**src/rtl/tr_glue_pkg.sv**
```systemverilog
`timescale 1ns/1ps
// Shared constants for the adapter glue: bit positions and host offsets.
// Assumes byte-wide glue registers and a 16-bit controller register file.
package tr_glue_pkg;
    // Control register A
    localparam int CA_WINSEL = 2;
    localparam int CA_PAGE   = 3;
    // Control register B
    localparam int CB_NRST   = 0;
    localparam int CB_XSEL   = 1;
    localparam int CB_SPEED  = 2;
    localparam int CB_IEN    = 3;
    // Glue register offsets (window bit clear)
    localparam logic [3:0] OFS_CA    = 4'd0;
    localparam logic [3:0] OFS_CB    = 4'd1;
    localparam logic [3:0] OFS_CABLE = 4'd7;

    typedef enum logic [1:0] {
        SP_GLUE = 2'd0,
        SP_CTRL = 2'd1,
        SP_ROM  = 2'd2
    } space_e;
endpackage

```
**src/rtl/tr_glue_ctl.sv**
```systemverilog
`timescale 1ns/1ps
// Glue control registers, cable register and interrupt latch.
// Assumes the caller qualifies wr with "glue space"; offsets are 4 bits.
module tr_glue_ctl
    import tr_glue_pkg::*;
(
    input  logic       clk,
    input  logic       rst_n,
    input  logic       wr,
    input  logic [3:0] ofs,
    input  logic [7:0] wdata,
    input  logic       ctrl_irq,
    output logic [7:0] ca_img,
    output logic [7:0] cb_img,
    output logic       cable_q,
    output logic       host_irq
);
    logic [6:0] ca_r;
    logic [7:0] cb_r;
    logic       cable_r;
    logic       latch_r;
    logic       wr_a, wr_b, wr_c, ack;

    // Decode which glue register this write targets and detect acknowledge
    always_comb begin
        wr_a = wr && (ofs == OFS_CA);
        wr_b = wr && (ofs == OFS_CB);
        wr_c = wr && (ofs == OFS_CABLE);
        ack  = wr_b && wdata[CB_IEN] && !cb_r[CB_IEN];
    end

    // Control register A storage (bit 7 is the latch, not stored here)
    always_ff @(posedge clk) begin
        if (!rst_n)    ca_r <= '0;
        else if (wr_a) ca_r <= wdata[6:0];
    end

    // Control register B storage
    always_ff @(posedge clk) begin
        if (!rst_n)    cb_r <= '0;
        else if (wr_b) cb_r <= wdata;
    end

    // Cable type register
    always_ff @(posedge clk) begin
        if (!rst_n)    cable_r <= 1'b0;
        else if (wr_c) cable_r <= wdata[0];
    end

    // Level-sensitive interrupt latch; enable rising edge clears it
    always_ff @(posedge clk) begin
        if (!rst_n)        latch_r <= 1'b0;
        else if (ack)      latch_r <= 1'b0;
        else if (ctrl_irq) latch_r <= 1'b1;
    end

    // Read images and pin outputs
    always_comb begin
        ca_img   = {latch_r, ca_r};
        cb_img   = cb_r;
        cable_q  = cable_r;
        host_irq = latch_r && cb_r[CB_IEN];
    end


    irq_sets_latch_chk: assert property (@(posedge clk) disable iff (!rst_n)
        (ctrl_irq && !ack) |=> ca_img[7]);

    latch_sticky_chk: assert property (@(posedge clk) disable iff (!rst_n)
        (ca_img[7] && !ack) |=> ca_img[7]);

    ack_clears_chk: assert property (@(posedge clk) disable iff (!rst_n)
        (wr_b && wdata[CB_IEN] && !cb_img[CB_IEN]) |=> !ca_img[7]);

    sintr_ro_chk: assert property (@(posedge clk) disable iff (!rst_n)
        (wr_a && !ca_img[7] && !ctrl_irq) |=> !ca_img[7]);

    speed_hold_chk: assert property (@(posedge clk) disable iff (!rst_n)
        !wr_b |=> $stable(cb_img[CB_SPEED]));

    cable_hold_chk: assert property (@(posedge clk) disable iff (!rst_n)
        !wr_c |=> $stable(cable_q));
endmodule

```
**src/rtl/tr_glue_idrom.sv**
```systemverilog
`timescale 1ns/1ps
// Two-page identification ROM, byte wide, eight bytes per page.
// Page 0: id, type, revision, three config bytes; page 1: station address.
module tr_glue_idrom #(
    parameter logic [7:0]  MAN_ID       = 8'h4D,
    parameter logic [7:0]  CARD_TYPE    = 8'h08,
    parameter logic [7:0]  CARD_REV     = 8'h02,
    parameter logic [47:0] STATION_ADDR = 48'h0000F6A1B2C3
) (
    input  logic        page,
    input  logic [2:0]  idx,
    input  logic [23:0] cfg,
    output logic [7:0]  dout
);
    // Select the ROM byte for the current page and offset
    always_comb begin
        dout = 8'h00;
        if (!page) begin
            case (idx)
                3'd0:    dout = MAN_ID;
                3'd1:    dout = CARD_TYPE;
                3'd2:    dout = CARD_REV;
                3'd3:    dout = cfg[7:0];
                3'd4:    dout = cfg[15:8];
                3'd5:    dout = cfg[23:16];
                default: dout = 8'h00;
            endcase
        end else begin
            case (idx)
                3'd1:    dout = STATION_ADDR[47:40];
                3'd2:    dout = STATION_ADDR[39:32];
                3'd3:    dout = STATION_ADDR[31:24];
                3'd4:    dout = STATION_ADDR[23:16];
                3'd5:    dout = STATION_ADDR[15:8];
                3'd6:    dout = STATION_ADDR[7:0];
                default: dout = 8'h00;
            endcase
        end
    end
endmodule

```
**src/rtl/tr_glue_sif_stub.sv**
```systemverilog
`timescale 1ns/1ps
// Stand-in for the controller's word registers.
// Assumes writes are pre-qualified; registers clear while run is low.
module tr_glue_sif_stub #(
    parameter int SEL_W = 3,
    parameter int DW    = 16
) (
    input  logic             clk,
    input  logic             rst_n,
    input  logic             run,
    input  logic             we,
    input  logic             word,
    input  logic             lane,
    input  logic [SEL_W-1:0] idx,
    input  logic [DW-1:0]    wdata,
    output logic [DW-1:0]    rdata
);
    localparam int NREG = 1 << SEL_W;
    localparam int HB   = DW / 2;

    logic [DW-1:0] rf [NREG];

    for (genvar g = 0; g < NREG; g++) begin : g_reg
        logic hit;
        // Does this write target register g
        always_comb hit = we && (idx == SEL_W'(g));

        // One controller register: cleared in reset, word or lane write
        always_ff @(posedge clk) begin
            if (!rst_n || !run)   rf[g] <= '0;
            else if (hit && word) rf[g] <= wdata;
            else if (hit && lane) rf[g][DW-1:HB] <= wdata[HB-1:0];
            else if (hit)         rf[g][HB-1:0]  <= wdata[HB-1:0];
        end


        held_clear_chk: assert property (@(posedge clk) disable iff (!rst_n)
            !run |=> (rf[g] == '0));
    end

    // Word read port
    always_comb rdata = rf[idx];
endmodule

```
**src/rtl/tr_host_glue.sv**
```systemverilog
`timescale 1ns/1ps
// Top of the adapter host glue: address decode, read mux, controller stub.
// Assumes a single-cycle host bus; reads are combinational.
module tr_host_glue
    import tr_glue_pkg::*;
#(
    parameter int          HOST_SEL_BITS = 2,
    parameter logic [7:0]  MAN_ID        = 8'h4D,
    parameter logic [7:0]  CARD_TYPE     = 8'h08,
    parameter logic [7:0]  CARD_REV      = 8'h02,
    parameter logic [47:0] STATION_ADDR  = 48'h0000F6A1B2C3
) (
    input  logic                     clk,
    input  logic                     rst_n,
    input  logic [HOST_SEL_BITS+2:0] hst_addr,
    input  logic                     hst_wr,
    input  logic                     hst_word,
    input  logic [15:0]              hst_wdata,
    output logic [15:0]              hst_rdata,
    input  logic                     ctrl_irq,
    input  logic [23:0]              cfg_pos,
    output logic                     ctrl_rst_n,
    output logic                     speed_16,
    output logic                     cable_utp,
    output logic                     host_irq
);
    localparam int WIN_BITS = HOST_SEL_BITS + 1;
    localparam int SEL_W    = HOST_SEL_BITS + 1;
    localparam int WIN_BIT  = HOST_SEL_BITS + 2;

    space_e           space;
    logic [7:0]       ca_img, cb_img, rom_byte;
    logic             cable_q;
    logic [SEL_W-1:0] sif_idx;
    logic [15:0]      sif_word;
    logic             glue_wr, sif_we;

    // Decode the target space and the controller register index
    always_comb begin
        if (!hst_addr[WIN_BIT])   space = SP_GLUE;
        else if (ca_img[CA_WINSEL]) space = SP_CTRL;
        else                      space = SP_ROM;
        sif_idx = {cb_img[CB_XSEL], hst_addr[HOST_SEL_BITS:1]};
        glue_wr = hst_wr && (space == SP_GLUE);
        sif_we  = hst_wr && (space == SP_CTRL);
    end

    tr_glue_ctl u_ctl (
        .clk      (clk),
        .rst_n    (rst_n),
        .wr       (glue_wr),
        .ofs      (hst_addr[3:0]),
        .wdata    (hst_wdata[7:0]),
        .ctrl_irq (ctrl_irq),
        .ca_img   (ca_img),
        .cb_img   (cb_img),
        .cable_q  (cable_q),
        .host_irq (host_irq)
    );

    tr_glue_idrom #(
        .MAN_ID       (MAN_ID),
        .CARD_TYPE    (CARD_TYPE),
        .CARD_REV     (CARD_REV),
        .STATION_ADDR (STATION_ADDR)
    ) u_rom (
        .page (ca_img[CA_PAGE]),
        .idx  (hst_addr[WIN_BITS-1:0]),
        .cfg  (cfg_pos),
        .dout (rom_byte)
    );

    tr_glue_sif_stub #(
        .SEL_W (SEL_W),
        .DW    (16)
    ) u_sif (
        .clk   (clk),
        .rst_n (rst_n),
        .run   (cb_img[CB_NRST]),
        .we    (sif_we),
        .word  (hst_word),
        .lane  (hst_addr[0]),
        .idx   (sif_idx),
        .wdata (hst_wdata),
        .rdata (sif_word)
    );

    // Host read multiplexer
    always_comb begin
        hst_rdata = 16'h0000;
        case (space)
            SP_GLUE: begin
                case (hst_addr[3:0])
                    OFS_CA:    hst_rdata = {8'h00, ca_img};
                    OFS_CB:    hst_rdata = {8'h00, cb_img};
                    OFS_CABLE: hst_rdata = {15'h0000, cable_q};
                    default:   hst_rdata = 16'h0000;
                endcase
            end
            SP_CTRL: begin
                if (hst_word)         hst_rdata = sif_word;
                else if (hst_addr[0]) hst_rdata = {8'h00, sif_word[15:8]};
                else                  hst_rdata = {8'h00, sif_word[7:0]};
            end
            default: hst_rdata = {8'h00, rom_byte};
        endcase
    end

    // Pin outputs driven from control register B and the cable register
    always_comb begin
        ctrl_rst_n = cb_img[CB_NRST];
        speed_16   = cb_img[CB_SPEED];
        cable_utp  = cable_q;
    end


    rom_id_chk: assert property (@(posedge clk) disable iff (!rst_n)
        (hst_addr[WIN_BIT] && !ca_img[CA_WINSEL] && !ca_img[CA_PAGE]
         && hst_addr[WIN_BITS-1:0] == '0) |-> (hst_rdata == {8'h00, MAN_ID}));

    rom_window_chk: assert property (@(posedge clk) disable iff (!rst_n)
        (hst_addr[WIN_BIT] && !ca_img[CA_WINSEL]) |-> (hst_rdata[15:8] == 8'h00));
endmodule

```
**config.mk**
```make
export PLATFORM = sky130hd
export DESIGN_NAME = tr_host_glue
export DESIGN_NICKNAME = d
export VERILOG_FILES = /design/src/rtl/tr_glue_pkg.sv /design/src/rtl/tr_glue_ctl.sv /design/src/rtl/tr_glue_idrom.sv /design/src/rtl/tr_glue_sif_stub.sv /design/src/rtl/tr_host_glue.sv
export SDC_FILE = /design/constraint.sdc
export NUM_CORES = 1
export LEC_CHECK = 0
export BUFFER_PORTS_ARGS = -buffer_cell sky130_fd_sc_hd__buf_2
export CAP_MARGIN = 20
export CORE_ASPECT_RATIO = 0.75
export CORE_MARGIN = 2
export CORE_UTILIZATION = 55
export DETAILED_ROUTE_END_ITERATION = 16
export PLACE_DENSITY = 0.73
export SLEW_MARGIN = 20
export SYNTH_ARGS = -nofsm -noshare
export SYNTH_HDL_FRONTEND = slang
export SYNTH_SLANG_ARGS = --single-unit
```
**constraint.sdc**
```tcl
create_clock -name clk -period 5.6 [get_ports clk]
set_clock_uncertainty 0.2 [all_clocks]
set_input_delay 0.56 -clock clk [delete_from_list [all_inputs] [get_ports clk]]
set_output_delay 0.56 -clock clk [all_outputs]
set_load 0.01 [all_outputs]
```
Word-level counts from Yosys, hierarchy flattened
Memories as Yosys holds them, arrays and structs flattened. Cells that the tools add are included.

Input bits: 50. Word-level logic and storage cells: 218. Output and inout port bits: 20. Memories: 1. RAM bits: 128. Flip-flop bits (word level): 17.

Reductions and logical operators: 41. Mux-type cells: 131. Bitwise logic cells: 25. Eq/ne operators: 16.

Memory list: u_sif.rf (words 8, bits a word 16, rd ports 1, clocked after memory_dff 0, wr ports 8, RTL line tr_glue_sif_stub.sv:21) `logic [DW-1:0] rf [NREG];`.

Operators by type and width (count): $mux W16 (9); $mux W8 (18); $mux W1 (98); $pmux W8 S6 (1); $logic_and A1 B1 Y1 (32); $pmux W16 S2 (1); $pmux W8 S4 (1); $or A1 B1 Y1 (24); $pmux W8 S3 (1); $eq A3 B3 Y1 const B (7); $eq A3 B2 Y1 const B (4); $eq A3 B1 Y1 const B (2); $logic_not A3 Y1 (2); $eq A4 B1 Y1 const B (1); $eq A4 B3 Y1 const B (1); $logic_not A4 Y1 (1); $mux W2 (2); $logic_not A1 Y1 (3); $eq A2 B1 Y1 const B (1); $logic_not A2 Y1 (1); $reduce_or A2 Y1 (1); $logic_or A1 B1 Y1 (1); $not A1 Y1 (1).

Longest topological paths before layout
Depth after elaboration: 11. Depth in mapped cells: 8. Gate-level depth less buffers: 5.

Cells and area by module
From an unflattened synthesis, not the netlist that was laid out.

Cells, all modules: 628. Area, all modules: 7470.9 um^2.

Modules (own cells, without submodules): tr_glue_sif_stub (sequential area each 3843.7 um^2, cells each 435, instances 1, area an instance 5898.2 um^2); tr_glue_ctl (sequential area each 340.3 um^2, cells each 71, instances 1, area an instance 696.9 um^2); tr_host_glue (sequential area each 0.0 um^2, cells each 68, instances 1, area an instance 505.5 um^2); tr_glue_idrom (sequential area each 0.0 um^2, cells each 54, instances 1, area an instance 370.4 um^2).

Worst setup path before layout
Ideal clock, no wire load.

Path kind: input to output. Start point: in hst_addr[2]. End point: out hst_rdata[8]. Buffers on the path: 3. Cell stages on the path: 5. Arrival: 1871 ps. Setup slack: 2969 ps. Data required time: 4840 ps. Cell sequence: buf_6 buf_2 buf_2 o32ai_1 a2111oi_0.

Cells in the longest elaborated chain, start to end: 3.

RTL lines: start, declared (RTL line tr_host_glue.sv:15) `input logic [HOST_SEL_BITS+2:0] hst_addr,`; $mem_v2 Z8 W16; $mux W16 (RTL line tr_host_glue.sv:101) `if (hst_word) hst_rdata = sif_word;`; $pmux W16 S2 (RTL line tr_host_glue.sv:91) `case (space)`; end, declared (RTL line tr_host_glue.sv:19) `output logic [15:0] hst_rdata,`.

No other way between the ends.

Worst setup path in the final report
Start point: in hst_addr[2]. End point: out hst_rdata[2].

Cells in the longest elaborated chain, start to end: 4. Elaborated cells between the ends (all ways): 18. Those cells by class: 8 x eq/ne; 7 x mux; 2 x reduce/logical; 1 x memory.

RTL lines: $mem_v2 Z8 W16, or another cell as far along; $mux W8, or another cell as far along (RTL line tr_host_glue.sv:102) `else if (hst_addr[0]) hst_rdata = {8'h00, sif_word[15:8]};`; $mux W16 / $mux W8 (equally long branches) (RTL line tr_host_glue.sv:101, tr_glue_idrom.sv:18); $pmux W16 S2 * (RTL line tr_host_glue.sv:91).

Every way passes the cells marked *; elsewhere a longest branch is shown, timed or not.

==> flow_metrics.tcl <==
set metrics [dict create \
    status "complete, no violations" \
    core-area_mm2 0.0131 \
    cp_cell_sequence "buf_2 -> buf_4 -> nand2_1 -> o22ai_1 -> a221oi_1 -> a211o_1 -> buf_2" \
    mostFrequentLayoutCell "edfxtp_1" \
    start_util_pct 57.0 \
    grt_use_total_pct 31.1 \
    drive_gt1_share_pct 22.8 \
    r2r_start "u_ctl.cb_img[1]$_SDFFE_PN0N_" \
    area_growth_pct 12.8 \
    p_leak_nw 3.55 \
    avgSynthCellArea_um2 12.1 \
    ys_ff_latch 145 \
    path_max_fanout 57 \
    async_flop_share_pct 0 \
    firstDrtPassIters 5 \
    clk_pin_slew_ns 0.06 \
    r2r-end "u_sif.rf[1][13]$_DFFE_PP_" \
    cts_hold_buffers 0 \
    rsz0062_at_grt "no" \
    critical_path_class "input pin to primary output" \
    synthesis.area_mm2 0.00747 \
    cts.sinks 145 \
    portBuffers 69 \
    combPwrFrac_pct 5.9 \
    tightestPinTransition_ns 0.923 \
    r2r_cells 4 \
    hp-class "input pin to flip-flop" \
    fin_area_mm2 0.00843 \
    finalHoldViolCount 0 \
    layout_common_cells "edfxtp_1, nor2_1, buf_2, and3_1, nand2_1" \
    synth_nets 669 \
    crit_path_start_kind "input pin" \
    total_power_mw 2.43 \
    drc 0 \
    wirelength_um 22200 \
    antenna_found_initial 0 \
    num_io_pins 70 \
    clkPwrFrac_pct 46.1 \
    period_needed_ns 3.72 \
    seq_area_frac_synth_pct 56.0 \
    viasPerCell 6.69 \
    sw_frac_of_total_pct 22.4 \
    postRouteAntennaNets 0 \
    fmax_mhz 269 \
    cp_slowest_stage_delay_ns 0.62 \
    cp-startpoint "hst_addr[2]" \
    hold_path_startpoint "ctrl_irq" \
    synth_ff_type "edfxtp_1" \
    critPathTopFamily "buffers and inverters" \
    critPathCaptureType "primary output" \
    gr-total-overflow 0 \
    synth-edff-count 128 \
    die_w_um 139 \
    seqPwrFrac_pct 48.0 \
    cts_max_level 4 \
    finalCritPeriodShare_pct 66.4 \
    cp-endpoint "hst_rdata[2]" \
    ys_warn_count 0 \
    setup_viol 0 \
    cellPowerDensity_mw_per_mm2 288 \
    cts-root-buf "clkbuf_16" \
    required_ns 4.84 \
    drt_iter0_drc 843 \
    diodes 0 \
    nets 720 \
    die_h_um 105 \
    cts_tree "done" \
    post_cts_buffers 0 \
    cts_resized 0 \
    worstPathArrival_ns 2.96 \
    post_dp_cell_area_mm2 0.00785 \
    num_vias 5709 \
    grt_pass1_wl_um 33300 \
    crit_top_cell "buf_2" \
    final.setup.tns_ns 0 \
    clock_path_buffers 2 \
    cp.depth 7 \
    r2r_slack_ns 2.45 \
    slew_headroom_pct 38.4 \
    cp.buffers_inverters 3 \
    wl_per_cell_um 26.0 \
    die-area_mm2 0.0145 \
    slew_violations 0 \
    vdd_drop_max_mv 0.309 \
    p_int_mw 1.89 \
    place.gp.congestion 1.12 \
    clock_latency_ns 0.42 \
    num_rows 36 \
    drv_cap 0 \
    grt_max_degree 58 \
    synthCells 619 \
    ys_types 54 \
    grt_pass1_vias 5473 \
    detailed_place_hpwl_um 15500 \
    numCtsBuffers 17 \
    utilization_pct 64.3 \
    slowest_stage "buf_4" \
    p_sw_uw 544 \
]
## sequential cells by signal, indices dropped and copies added (netlist names)
| register | flops |
|---|---|
| u_ctl.cb_img | 8 |
| u_sif.rf | 128 |
| u_ctl.latch_r | 1 |
| u_ctl.ca_r | 7 |
| u_ctl.cable_q | 1 |
## synth_stat cells (all sizes together) (2+ instances only)
cell | count | area, um^2
o22ai | 12 | 75.1
inv | 6 | 22.5
mux2 | 12 | 135
edfxtp | 128 | 3840
nor3 | 6 | 50.1
a221o | 2 | 20.0
and3 | 41 | 257
nand3b | 2 | 15.0
nand2b | 10 | 62.6
mux2i | 33 | 330
a211o | 2 | 17.5
a22o | 25 | 219
clkbuf | 20 | 75.1
o221a | 8 | 90.1
mux4 | 20 | 450
a22oi | 3 | 22.5
a211oi | 3 | 22.5
buf | 27 | 179
a31oi | 2 | 12.5
nor2 | 76 | 288
nand3 | 9 | 45.0
nand2 | 36 | 138
a221oi | 2 | 17.5
a21oi | 11 | 55.1
o211ai | 4 | 30.0
o32ai | 3 | 26.3
o32a | 2 | 20.0
a2111oi | 3 | 26.3
o21ai | 28 | 140
dfxtp | 17 | 340
nor2b | 21 | 131
and4 | 2 | 17.5
and2 | 30 | 188
## cell families after synthesis
logic type,count (synthesis),share of synthesized area (%)
AOI/OAI and AO/OA,115,11.3
and+or+nand+nor,239,16.6
DFF,145,56.0
muxes,65,12.3
xor gates and xnor gates,2,0.234
buffers and inverters,53,3.70
## power groups by stage
stage                     Clock [mW]  Combinational, mW  Sequential (mW)
after floorplan                    0             0.0840             1.19
after detailed placement           0              0.138             1.19
after CTS                       1.12              0.139             1.17
final                           1.12              0.143             1.17
after global routing            1.17              0.152             1.17
after global placement             0              0.136             1.19
## area by class of cell
type,instances,area [um^2]
Clock buffer,23,500
Clock inverter,9,77.6
Fill cell,1000,4680
Timing Repair Buffer,79,420
Inverter,6,22.5
Sequential cell,145,4180
Multi-Input combinational cell,421,3010
Tap cell,171,214
## worst min-delay path, cell delays in order
cell     delay, ns
buf_2         0.07
o21ai_0       0.07
nor2_1        0.07
## worst min-delay path by stage
stage,to,slack (ns),cells after the start
2_1_floorplan,u_ctl.ca_r[1]$_SDFFE_PN0P_,0.28,2
3_3_place_gp,u_ctl.cb_img[5]$_SDFFE_PN0N_,0.30,2
3_5_place_dp,u_ctl.cb_img[4]$_SDFFE_PN0N_,0.32,2
4_1_cts,u_ctl.latch_r$_SDFFE_PP0P_,0.19,3
5_1_grt,u_ctl.latch_r$_SDFFE_PP0P_,0.26,3
6_report,u_ctl.latch_r$_SDFFE_PP0P_,0.19,3
## per-stage QoR
step,instances,worst slack [ns],hold slack [ns]
6_report,854,1.88,0.193
5_1_grt,854,1.80,0.259
4_1_cts,854,1.93,0.187
3_5_place_dp,822,1.94,0.316
3_3_place_gp,822,1.98,0.303
2_1_floorplan,619,2.97,0.285
## layer usage
| layer | track usage (%) | part of all wire (%) | vias up | wire (um) |
|---|---|---|---|---|
| met3 | 8.94 | 13 | 49 | 2810 |
| met1 | 47.9 | 43 | 2802 | 9500 |
| met4 | 10.8 | 2.9 | 0 | 648 |
| li1 | - | - | 2458 | - |
| met5 | 0 | 0 | - | 0 |
| met2 | 41.9 | 42 | 400 | 9230 |
(Power assumes the default switching activity.)
